==> config.mk <==
export PLATFORM = sky130hd
export DESIGN_NAME = uart_tx_cfg
export DESIGN_NICKNAME = d
export VERILOG_FILES = /design/src/rtl/uart_tx_pkg.sv /design/src/rtl/uart_tx_baud.sv /design/src/rtl/uart_tx_hold.sv /design/src/rtl/uart_tx_frame.sv /design/src/rtl/uart_tx_cfg.sv
export SDC_FILE = /design/constraint.sdc
export NUM_CORES = 1
export LEC_CHECK = 0
export ABC_AREA = 1
export BUFFER_PORTS_ARGS = -buffer_cell sky130_fd_sc_hd__buf_2
export CAP_MARGIN = 20
export CORE_MARGIN = 2
export CORE_UTILIZATION = 57
export DETAILED_ROUTE_END_ITERATION = 10
export PLACE_DENSITY = 0.79
export REMOVE_ABC_BUFFERS = 1
export SLEW_MARGIN = 20
export SYNTH_ARGS = -nofsm -noshare
export SYNTH_HDL_FRONTEND = slang
export SYNTH_HIERARCHICAL = 1
export SYNTH_SLANG_ARGS = --single-unit
==> constraint.sdc <==
create_clock -name clk -period 3.15 [get_ports clk]
set_input_delay 0.315 -clock clk [delete_from_list [all_inputs] [get_ports clk]]
set_output_delay 0.315 -clock clk [all_outputs]
set_load 0.005 [all_outputs]
==> src/rtl/uart_tx_pkg.sv <==
package uart_tx_pkg;
  localparam int DATA_W  = 9;
  localparam int FRAME_W = DATA_W + 3;

  localparam logic [1:0] LEN_7  = 2'b00;
  localparam logic [1:0] LEN_8  = 2'b01;
  localparam logic [1:0] LEN_9  = 2'b10;

  localparam logic [1:0] PAR_NONE = 2'b00;
  localparam logic [1:0] PAR_EVEN = 2'b01;
  localparam logic [1:0] PAR_ODD  = 2'b10;
endpackage

==> src/rtl/uart_tx_baud.sv <==
module uart_tx_baud #(
  parameter int DIV_W = 8,
  parameter int OVS   = 16
) (
  input  logic             clk,
  input  logic             rst,
  input  logic             clr,
  input  logic             ext_sel,
  input  logic             ext_clk,
  input  logic [DIV_W-1:0] div_n,
  output logic             bit_tick
);
  localparam int OVS_W = (OVS > 1) ? $clog2(OVS) : 1;
  localparam logic [OVS_W-1:0] OVS_LAST = OVS_W'(OVS - 1);

  logic [2:0]       sync_q;
  logic             src_tick;
  logic             pre_wrap;
  logic [DIV_W-1:0] pre_q;
  logic [OVS_W-1:0] sub_q;

  // two-flop synchronizer plus one stage for rising-edge detection
  always_ff @(posedge clk) begin
    if (rst) sync_q <= '0;
    else     sync_q <= {sync_q[1:0], ext_clk};
  end

  assign src_tick = ext_sel ? (sync_q[1] & ~sync_q[2]) : 1'b1;
  assign pre_wrap = (pre_q == div_n);
  assign bit_tick = src_tick & pre_wrap & (sub_q == OVS_LAST);

  always_ff @(posedge clk) begin
    if (rst || clr) begin
      pre_q <= '0;
      sub_q <= '0;
    end else if (src_tick) begin
      if (pre_wrap) begin
        pre_q <= '0;
        sub_q <= (sub_q == OVS_LAST) ? '0 : sub_q + 1'b1;
      end else begin
        pre_q <= pre_q + 1'b1;
      end
    end
  end
endmodule

==> src/rtl/uart_tx_hold.sv <==
module uart_tx_hold #(
  parameter int W = 9
) (
  input  logic         clk,
  input  logic         rst,
  input  logic         wr,
  input  logic [W-1:0] wdata,
  input  logic         take,
  output logic         full,
  output logic [W-1:0] data
);
  always_ff @(posedge clk) begin
    if (rst) begin
      full <= 1'b0;
      data <= '0;
    end else begin
      full <= wr | (full & ~take);
      if (wr) data <= wdata;
    end
  end
endmodule

==> src/rtl/uart_tx_frame.sv <==
module uart_tx_frame
  import uart_tx_pkg::*;
(
  input  logic              clk,
  input  logic              rst,
  input  logic              load,
  input  logic              bit_tick,
  input  logic [DATA_W-1:0] data,
  input  logic [1:0]        len_sel,
  input  logic [1:0]        par_sel,
  input  logic              two_stop,
  output logic              txd,
  output logic              busy,
  output logic              last
);
  localparam int CNT_W = $clog2(FRAME_W + 1);

  logic [FRAME_W-1:0] sh_q;
  logic [FRAME_W-1:0] frame;
  logic [CNT_W-1:0]   cnt_q;
  logic [CNT_W-1:0]   nbits;
  int                 nd;
  logic               par_on;
  logic               ones;

  always_comb begin
    case (len_sel)
      LEN_7:   nd = 7;
      LEN_9:   nd = 9;
      default: nd = 8;
    endcase
    par_on = (par_sel == PAR_EVEN) || (par_sel == PAR_ODD);
    ones   = 1'b0;
    frame  = '1;
    for (int i = 0; i < DATA_W; i++) begin
      if (i < nd) begin
        frame[i] = data[i];
        ones     = ones ^ data[i];
      end
    end
    if (par_on) frame[nd] = (par_sel == PAR_ODD) ? ~ones : ones;
    nbits = CNT_W'(nd + (par_on ? 1 : 0) + (two_stop ? 2 : 1));
  end

  assign last = busy & bit_tick & (cnt_q == '0);

  always_ff @(posedge clk) begin
    if (rst) begin
      txd   <= 1'b1;
      busy  <= 1'b0;
      sh_q  <= '1;
      cnt_q <= '0;
    end else if (load) begin
      txd   <= 1'b0;
      busy  <= 1'b1;
      sh_q  <= frame;
      cnt_q <= nbits;
    end else if (busy && bit_tick) begin
      if (cnt_q == '0) begin
        txd  <= 1'b1;
        busy <= 1'b0;
      end else begin
        txd   <= sh_q[0];
        sh_q  <= {1'b1, sh_q[FRAME_W-1:1]};
        cnt_q <= cnt_q - 1'b1;
      end
    end
  end
endmodule

==> src/rtl/uart_tx_cfg.sv <==
module uart_tx_cfg
  import uart_tx_pkg::*;
#(
  parameter int DIV_W = 8,
  parameter int OVS   = 16
) (
  input  logic              clk,
  input  logic              rst,
  input  logic              tx_en,
  input  logic              ext_clk_sel,
  input  logic              ext_clk,
  input  logic [1:0]        char_len,
  input  logic [1:0]        par_mode,
  input  logic              two_stop,
  input  logic              irq_on_end,
  input  logic [DIV_W-1:0]  div_n,
  input  logic              wr_stb,
  input  logic [DATA_W-1:0] wr_data,
  output logic              txd,
  output logic              buf_empty,
  output logic              irq
);
  logic              full;
  logic [DATA_W-1:0] hold_data;
  logic              busy;
  logic              last;
  logic              bit_tick;
  logic              load_go;

  assign load_go   = tx_en & full & (~busy | last);
  assign buf_empty = ~full;

  uart_tx_hold #(.W(DATA_W)) u_hold (
    .clk(clk), .rst(rst), .wr(wr_stb), .wdata(wr_data),
    .take(load_go), .full(full), .data(hold_data)
  );

  uart_tx_baud #(.DIV_W(DIV_W), .OVS(OVS)) u_baud (
    .clk(clk), .rst(rst), .clr(~busy | load_go), .ext_sel(ext_clk_sel),
    .ext_clk(ext_clk), .div_n(div_n), .bit_tick(bit_tick)
  );

  uart_tx_frame u_frame (
    .clk(clk), .rst(rst), .load(load_go), .bit_tick(bit_tick),
    .data(hold_data), .len_sel(char_len), .par_sel(par_mode),
    .two_stop(two_stop), .txd(txd), .busy(busy), .last(last)
  );

  always_ff @(posedge clk) begin
    if (rst) irq <= 1'b0;
    else     irq <= irq_on_end ? last : load_go;
  end
endmodule

## Word-level counts from Yosys, hierarchy flattened

Index checks and enable logic that the tools add are counted.

| operators by class | value |
|---|---|
| $add $sub $neg | 5 |
| order comparisons | 11 |
| eq/ne operators | 6 |
| multiplexer cells | 42 |
| bitwise logic cells | 24 |
| reduce and logical (&&, ||, !) cells | 11 |

Operators by type and width:

| operator | number |
|---|---|
| $mux W12 | 4 |
| $mux W1 | 29 |
| $lt A3 B4 Y1 const A | 4 |
| $mux W4 | 4 |
| $bwmux W12 | 1 |
| $add A4 B4 Y4 | 2 |
| $add A8 B1 Y8 const B | 1 |
| $and A1 B1 Y1 | 8 |
| $eq A8 B8 Y1 | 1 |
| $lt A1 B4 Y1 const A | 2 |
| $lt A2 B4 Y1 const A | 2 |
| $mux W8 | 1 |
| $pmux W4 S2 | 1 |
| $xor A1 B1 Y1 | 8 |
| $reduce_and A2 Y1 | 3 |
| $lt A4 B5 Y1 const B | 1 |
| $not A1 Y1 | 5 |
| $add A4 B1 Y4 const B | 1 |
| $demux W1 S4 | 1 |
| $eq A2 B2 Y1 const B | 2 |
| $eq A4 B4 Y1 const B | 1 |
| $ge A4 B1 Y1 const B | 1 |
| $logic_not A4 Y1 | 1 |
| $lt A4 B4 Y1 const A | 1 |
| other kinds (9) | 14 |

| word-level totals | value |
|---|---|
| register bits | 44 |
| bits of input ports | 29 |
| output and inout bits | 3 |
| word-level logic and storage cells | 109 |

## Logic depth before layout (Yosys ltp)

| logic depth | value |
|---|---|
| word-level depth | 25 |
| gate-level depth with buffers | 21 |
| gate-level depth less buffers | 20 |

## Modules after synthesis

Netlist, hierarchy kept.

Modules (own cells, without submodules):

| module | times used | cells each | area an instance (sq um) | seq. area each (sq um) |
|---|---|---|---|---|
| uart_tx_frame | 1 | 155 | 1,077.3 | 320.3 |
| uart_tx_baud | 1 | 148 | 923.4 | 300.3 |
| uart_tx_hold | 1 | 43 | 352.8 | 200.2 |
| uart_tx_cfg | 1 | 12 | 75.1 | 20.0 |

## Worst setup path after synthesis

Ideal clock, no wire load.

| path | value |
|---|---|
| path kind | reg2reg |
| start point | register u_baud.pre_q[2] |
| end point | register u_frame.sh_q[7] |
| library setup time | 0.121 ns |
| arrival time | 2.071 ns |
| data required time | 3.029 ns |
| slack | 0.957 ns |
| stages on the path, launching flop included | 17 |
| path buffers | 0 |
| period minus slack after synthesis | 2.193 ns |
| cell sequence | dfxtp_1 xnor2_1 nand2_1 nor2_2 nand3_1 nor2_1 nand2_1 nor2_1 inv_1 nand2_2 nand2_2 inv_1 inv_2 nand2_8 inv_1 a221oi_1 nand2_1 |

| on the way | value |
|---|---|
| longest elaborated chain between the ends | 9 |
| elaborated cells on any way between the ends | 12 |
| classes of those cells | eq/ne: 2; mux: 1; bitwise: 6; reduce/logical: 3 |

RTL lines:

| item | RTL line | RTL |
|---|---|---|
| start: declaration | uart_tx_baud.sv:19 | `logic [DIV_W-1:0] pre_q;` |
| start signal: assignment | uart_tx_baud.sv:41 | `pre_q <= pre_q + 1'b1;` |
| $eq A8 B8 Y1 * | uart_tx_baud.sv:29 | `assign pre_wrap = (pre_q == div_n);` |
| $and A1 B1 Y1 * (2 in a row) | uart_tx_baud.sv:30 | `assign bit_tick = src_tick & pre_wrap & (sub_q == OVS_LAST);` |
| net bit_tick | uart_tx_cfg.sv:27 | `logic bit_tick;` |
| $and A1 B1 Y1 * (2 in a row) | uart_tx_frame.sv:45 | `assign last = busy & bit_tick & (cnt_q == '0);` |
| net last | uart_tx_cfg.sv:26 | `logic last;` |
| $or A1 B1 Y1 * | uart_tx_cfg.sv:30 | `assign load_go = tx_en & full & (~busy \| last);` |
| $and A1 B1 Y1 * | uart_tx_cfg.sv:30 |  |
| net load_go | uart_tx_cfg.sv:28 | `logic load_go;` |
| $ne A2 B2 Y1 (no source line) / $reduce_bool A2 Y1 (equally long branches) | n/a |  |
| $reduce_and A2 Y1 (no source line) | n/a |  |
| end signal: assignment | uart_tx_frame.sv:56 | `sh_q <= frame;` |
| end signal: assignment | uart_tx_frame.sv:64 | `sh_q <= {1'b1, sh_q[FRAME_W-1:1]};` |
| end: declaration | uart_tx_frame.sv:18 | `logic [FRAME_W-1:0] sh_q;` |

Mark *: on every way through the listed nets, which the timed path passes. The rest lies on a longest branch.
A chain may end at the register's enable or synchronous reset.

## Final worst setup path

| path | value |
|---|---|
| start point | register u_baud.pre_q[1] |
| end point | register u_frame.sh_q[7] |

Same word-level chain as after synthesis.

==> results.yml <==
global_route:
  grt_pass1_wl_mm: 8.27
  grt_overflow: 0
  grt_pass1_vias: 1941
  grt_max_degree: 18
  antenna_found_initial: 0
  grt_usage: 0.207
sta:
  tns_ps: 0
  relSlewSlack: 0.751
  fmax_ghz: 0.404
  worst_pin_slew_ps: 372
  rsz0062_at_grt: "false"
  period_share: 0.785
  setup-violations-final: 0
  slew_violations: 0
  finalHoldViolCount: 0
  fin_skew_ps: 7.01
  fin_crit_ps: 2470
  fin_ws_ps: 677
detailed_routing:
  vias_per_cell: 4.93
  ant_nets: 0
  dr_total_vias: 2192
  drtIter0Drc: 81
  drt-pass1-iter-count: 4
  wire_per_inst_um: 10.5
  wl_mm: 4.67
  route.detailed.drc: 0
final_layout:
  area_delta_synth_final_pct: 12.0
  diodes: 0
  drive_gt1_frac: 0.192
  fin_nets: 431
  design_area_um2: 2720
  nFillCells: 349
  fin_cells: 445
clock_network:
  clock_latency_ps: 300
  cts_tree: "built"
  post_cts_buffers: 0
  clkTransAtPathRegs_ps: 80
  clockRootBuffer: "clkbuf_8"
  post_cts_resize_count: 0
  cts_made_buffers: 5
  clock-sinks: 42
  hold_buffers: 0
  clk_path_buf_depth: 2
  cts_max_level: 2
yosys:
  synth_top_area_cell: "dfxtp_1"
  yosysUniqueCellTypes: 35
  synth-seq-cells: 42
  synth_top_area_frac: 0.346
  synth_warnings: 6
  async_flop_share: 0
  ys_top_cells_by_area: "dfxtp_1, nand2_1, inv_1"
  synth-seq-area-share: 0.346
  synth_edf_count: 0
  syn_inst: 358
  synth-main-ff-cell: "dfxtp_1"
  synth.avg_cell_area_um2: 6.78
  syn_area_um2: 2430
flow_run:
  drv_cap: 0
die:
  rows: 23
  die_area_um2: 4800
  ios: 32
  initial_core_util: 0.599
  design.core.area_um2: 4060
  die_x_um: 69.3
  die_y_um: 69.3
setup_path:
  required_ps: 3330
  path_max_fanout: 9
  arrival_ps: 2660
  crit_type: "reg -> reg"
  setup.worst_path.end_class: "register"
  start_kind: "register"
placement:
  dp_cells: 437
  placed_area_um2: 2630
  hpwl_mm: 3.56
  routabilityCongestion: 0.797
  port_buffers: 31
  pre_cts_slack_ps: 702
worst_hold_path:
  hold_class: "in -> reg"
power:
  ir_drop_uv: 372
  power_density_nw_per_um2: 409
  leakagePower_uw: 0.00135
outcome:
  status: "finished clean"
## routing by layer
layer	vias up	global-route usage	part of all wire
li1	1186	-	-
met1	948	0.280	0.50
met2	51	0.327	0.44
met3	7	0.0349	0.046
met4	0	0.0871	0.015
met5	-	0	0
## area by class of cell
class | instances | area, µm² | share of cell area
Multi-Input combinational cell | 244 | 1300 | 0.477
Sequential cell | 42 | 841 | 0.309
Inverter | 69 | 264 | 0.0971
Timing Repair Buffer | 32 | 163 | 0.0598
Clock buffer | 7 | 86.3 | 0.0318
Tap cell | 50 | 62.6 | 0.0230
Clock inverter | 1 | 5.00 | 0.00184
## metrics by stage
stage	utilization	total power, µW	hold WS (ps)
2_1_floorplan	-	711	377
3_3_place_gp	0.648	765	390
3_5_place_dp	0.648	770	401
4_1_cts	0.670	1120	218
5_1_grt	0.670	1170	215
6_report	0.670	1110	226
## worst max-delay path, stage by stage, from the launching register on
cell and delay, ps:
dfxtp_1 460, nand2_1 80, nand2_1 70, nand2_1 60, nor2_2 200, nand3_1 140
nor2_1 110, nand2_1 90, nor2_1 140, inv_1 70, nand2_2 60, nand2_2 70
inv_1 80, inv_2 100, nand2_8 100, inv_1 140, a221oi_1 310, nand2_1 100
## registers in the layout, indices dropped and copies added (netlist names)
| signal | count |
|---|---|
| u_frame/cnt_q | 4 |
| u_frame/txd | 1 |
| u_frame/busy | 1 |
| u_hold/full | 1 |
| u_baud/pre_q | 8 |
| u_baud/sync_q | 3 |
| u_frame/sh_q | 10 |
| u_hold/data | 9 |
| irq | 1 |
| u_baud/sub_q | 4 |
## cells in the final DEF (no fill, tap or decap)
| cell type | netlist | final |
|---|---|---|
| ha_1 | 6 | 6 |
| fa_1 | 2 | 2 |
| buf_2 | 0 | 31 |
| nand3_2 | 2 | 2 |
| inv_2 | 9 | 9 |
| nand2_2 | 11 | 11 |
| a22oi_1 | 1 | 1 |
| nor3_1 | 2 | 2 |
| buf_4 | 2 | 1 |
| mux2i_1 | 1 | 1 |
| clkbuf_8 | 0 | 6 |
| xnor2_1 | 4 | 4 |
| clkbuf_1 | 0 | 1 |
| o21bai_1 | 1 | 1 |
| xor2_1 | 4 | 4 |
| a221oi_1 | 1 | 1 |
| nor2_2 | 6 | 6 |
| nand2_1 | 88 | 88 |
| nor2_4 | 2 | 2 |
| o21ai_0 | 15 | 15 |
| nand3b_1 | 1 | 1 |
| o22ai_1 | 1 | 1 |
| nand2_4 | 3 | 3 |
| inv_1 | 59 | 59 |
| nand4_1 | 7 | 7 |
| clkinv_2 | 0 | 1 |
| inv_6 | 1 | 1 |
| o31ai_1 | 1 | 1 |
| nand2_8 | 1 | 1 |
| nor2_1 | 50 | 50 |
| a211oi_1 | 1 | 1 |
| o2111ai_1 | 1 | 1 |
| o211ai_1 | 2 | 2 |
| dfxtp_1 | 42 | 42 |
| nand3_1 | 14 | 14 |
| a21oi_2 | 2 | 2 |
| o221ai_1 | 5 | 5 |
| a21oi_1 | 9 | 9 |
## where the power goes
group / total [µW] / internal, µW / switching, µW / leakage [µW]
Clock: 354 / 177 / 177 / 0.0000482
Combinational: 187 / 73.7 / 113 / 0.000954
Sequential: 573 / 555 / 17.3 / 0.000344
## synth_stat cells (2+ instances only)
master and count:
fa_1 2, a21oi_1 9, xnor2_1 4, ha_1 6
nand4_1 7, o211ai_1 2, inv_1 59, nor3_1 2
nand2_1 88, nand3_2 2, nand2_4 3, buf_4 2
o21ai_0 15, nor2_4 2, dfxtp_1 42, a21oi_2 2
xor2_1 4, nor2_2 6, nor2_1 50, nand2_2 11
inv_2 9, nand3_1 14, o221ai_1 5
## cells by family (layout without fill, tap and decap cells)
group,after synthesis,after routing,synth area share
adders and majority gates,8,8,0.0474
and+or+nand+nor,187,187,0.351
xor gates and xnor gates,8,8,0.0288
muxes,1,1,0.00412
DFF,42,42,0.346
AOI/OAI and AO/OA,40,40,0.103
buffers and inverters,72,109,0.120
## worst paths after layout
check / startpoint / endpoint / slack (ps) / depth (start not counted)
min: ext_clk / u_baud/sync_q[0]$_SDFF_PP0_ / 230 / 3
min reg2reg: u_baud/sync_q[0]$_SDFF_PP0_ / u_baud/sync_q[1]$_SDFF_PP0_ / 410 / 2
max reg2reg: u_baud/pre_q[1]$_SDFFE_PP0N_ / u_frame/sh_q[7]$_SDFFE_PP1P_ / 680 / 17
max: u_baud/pre_q[1]$_SDFFE_PP0N_ / u_frame/sh_q[7]$_SDFFE_PP1P_ / 680 / 17
Note: power is estimated with default switching activity, not from simulation.
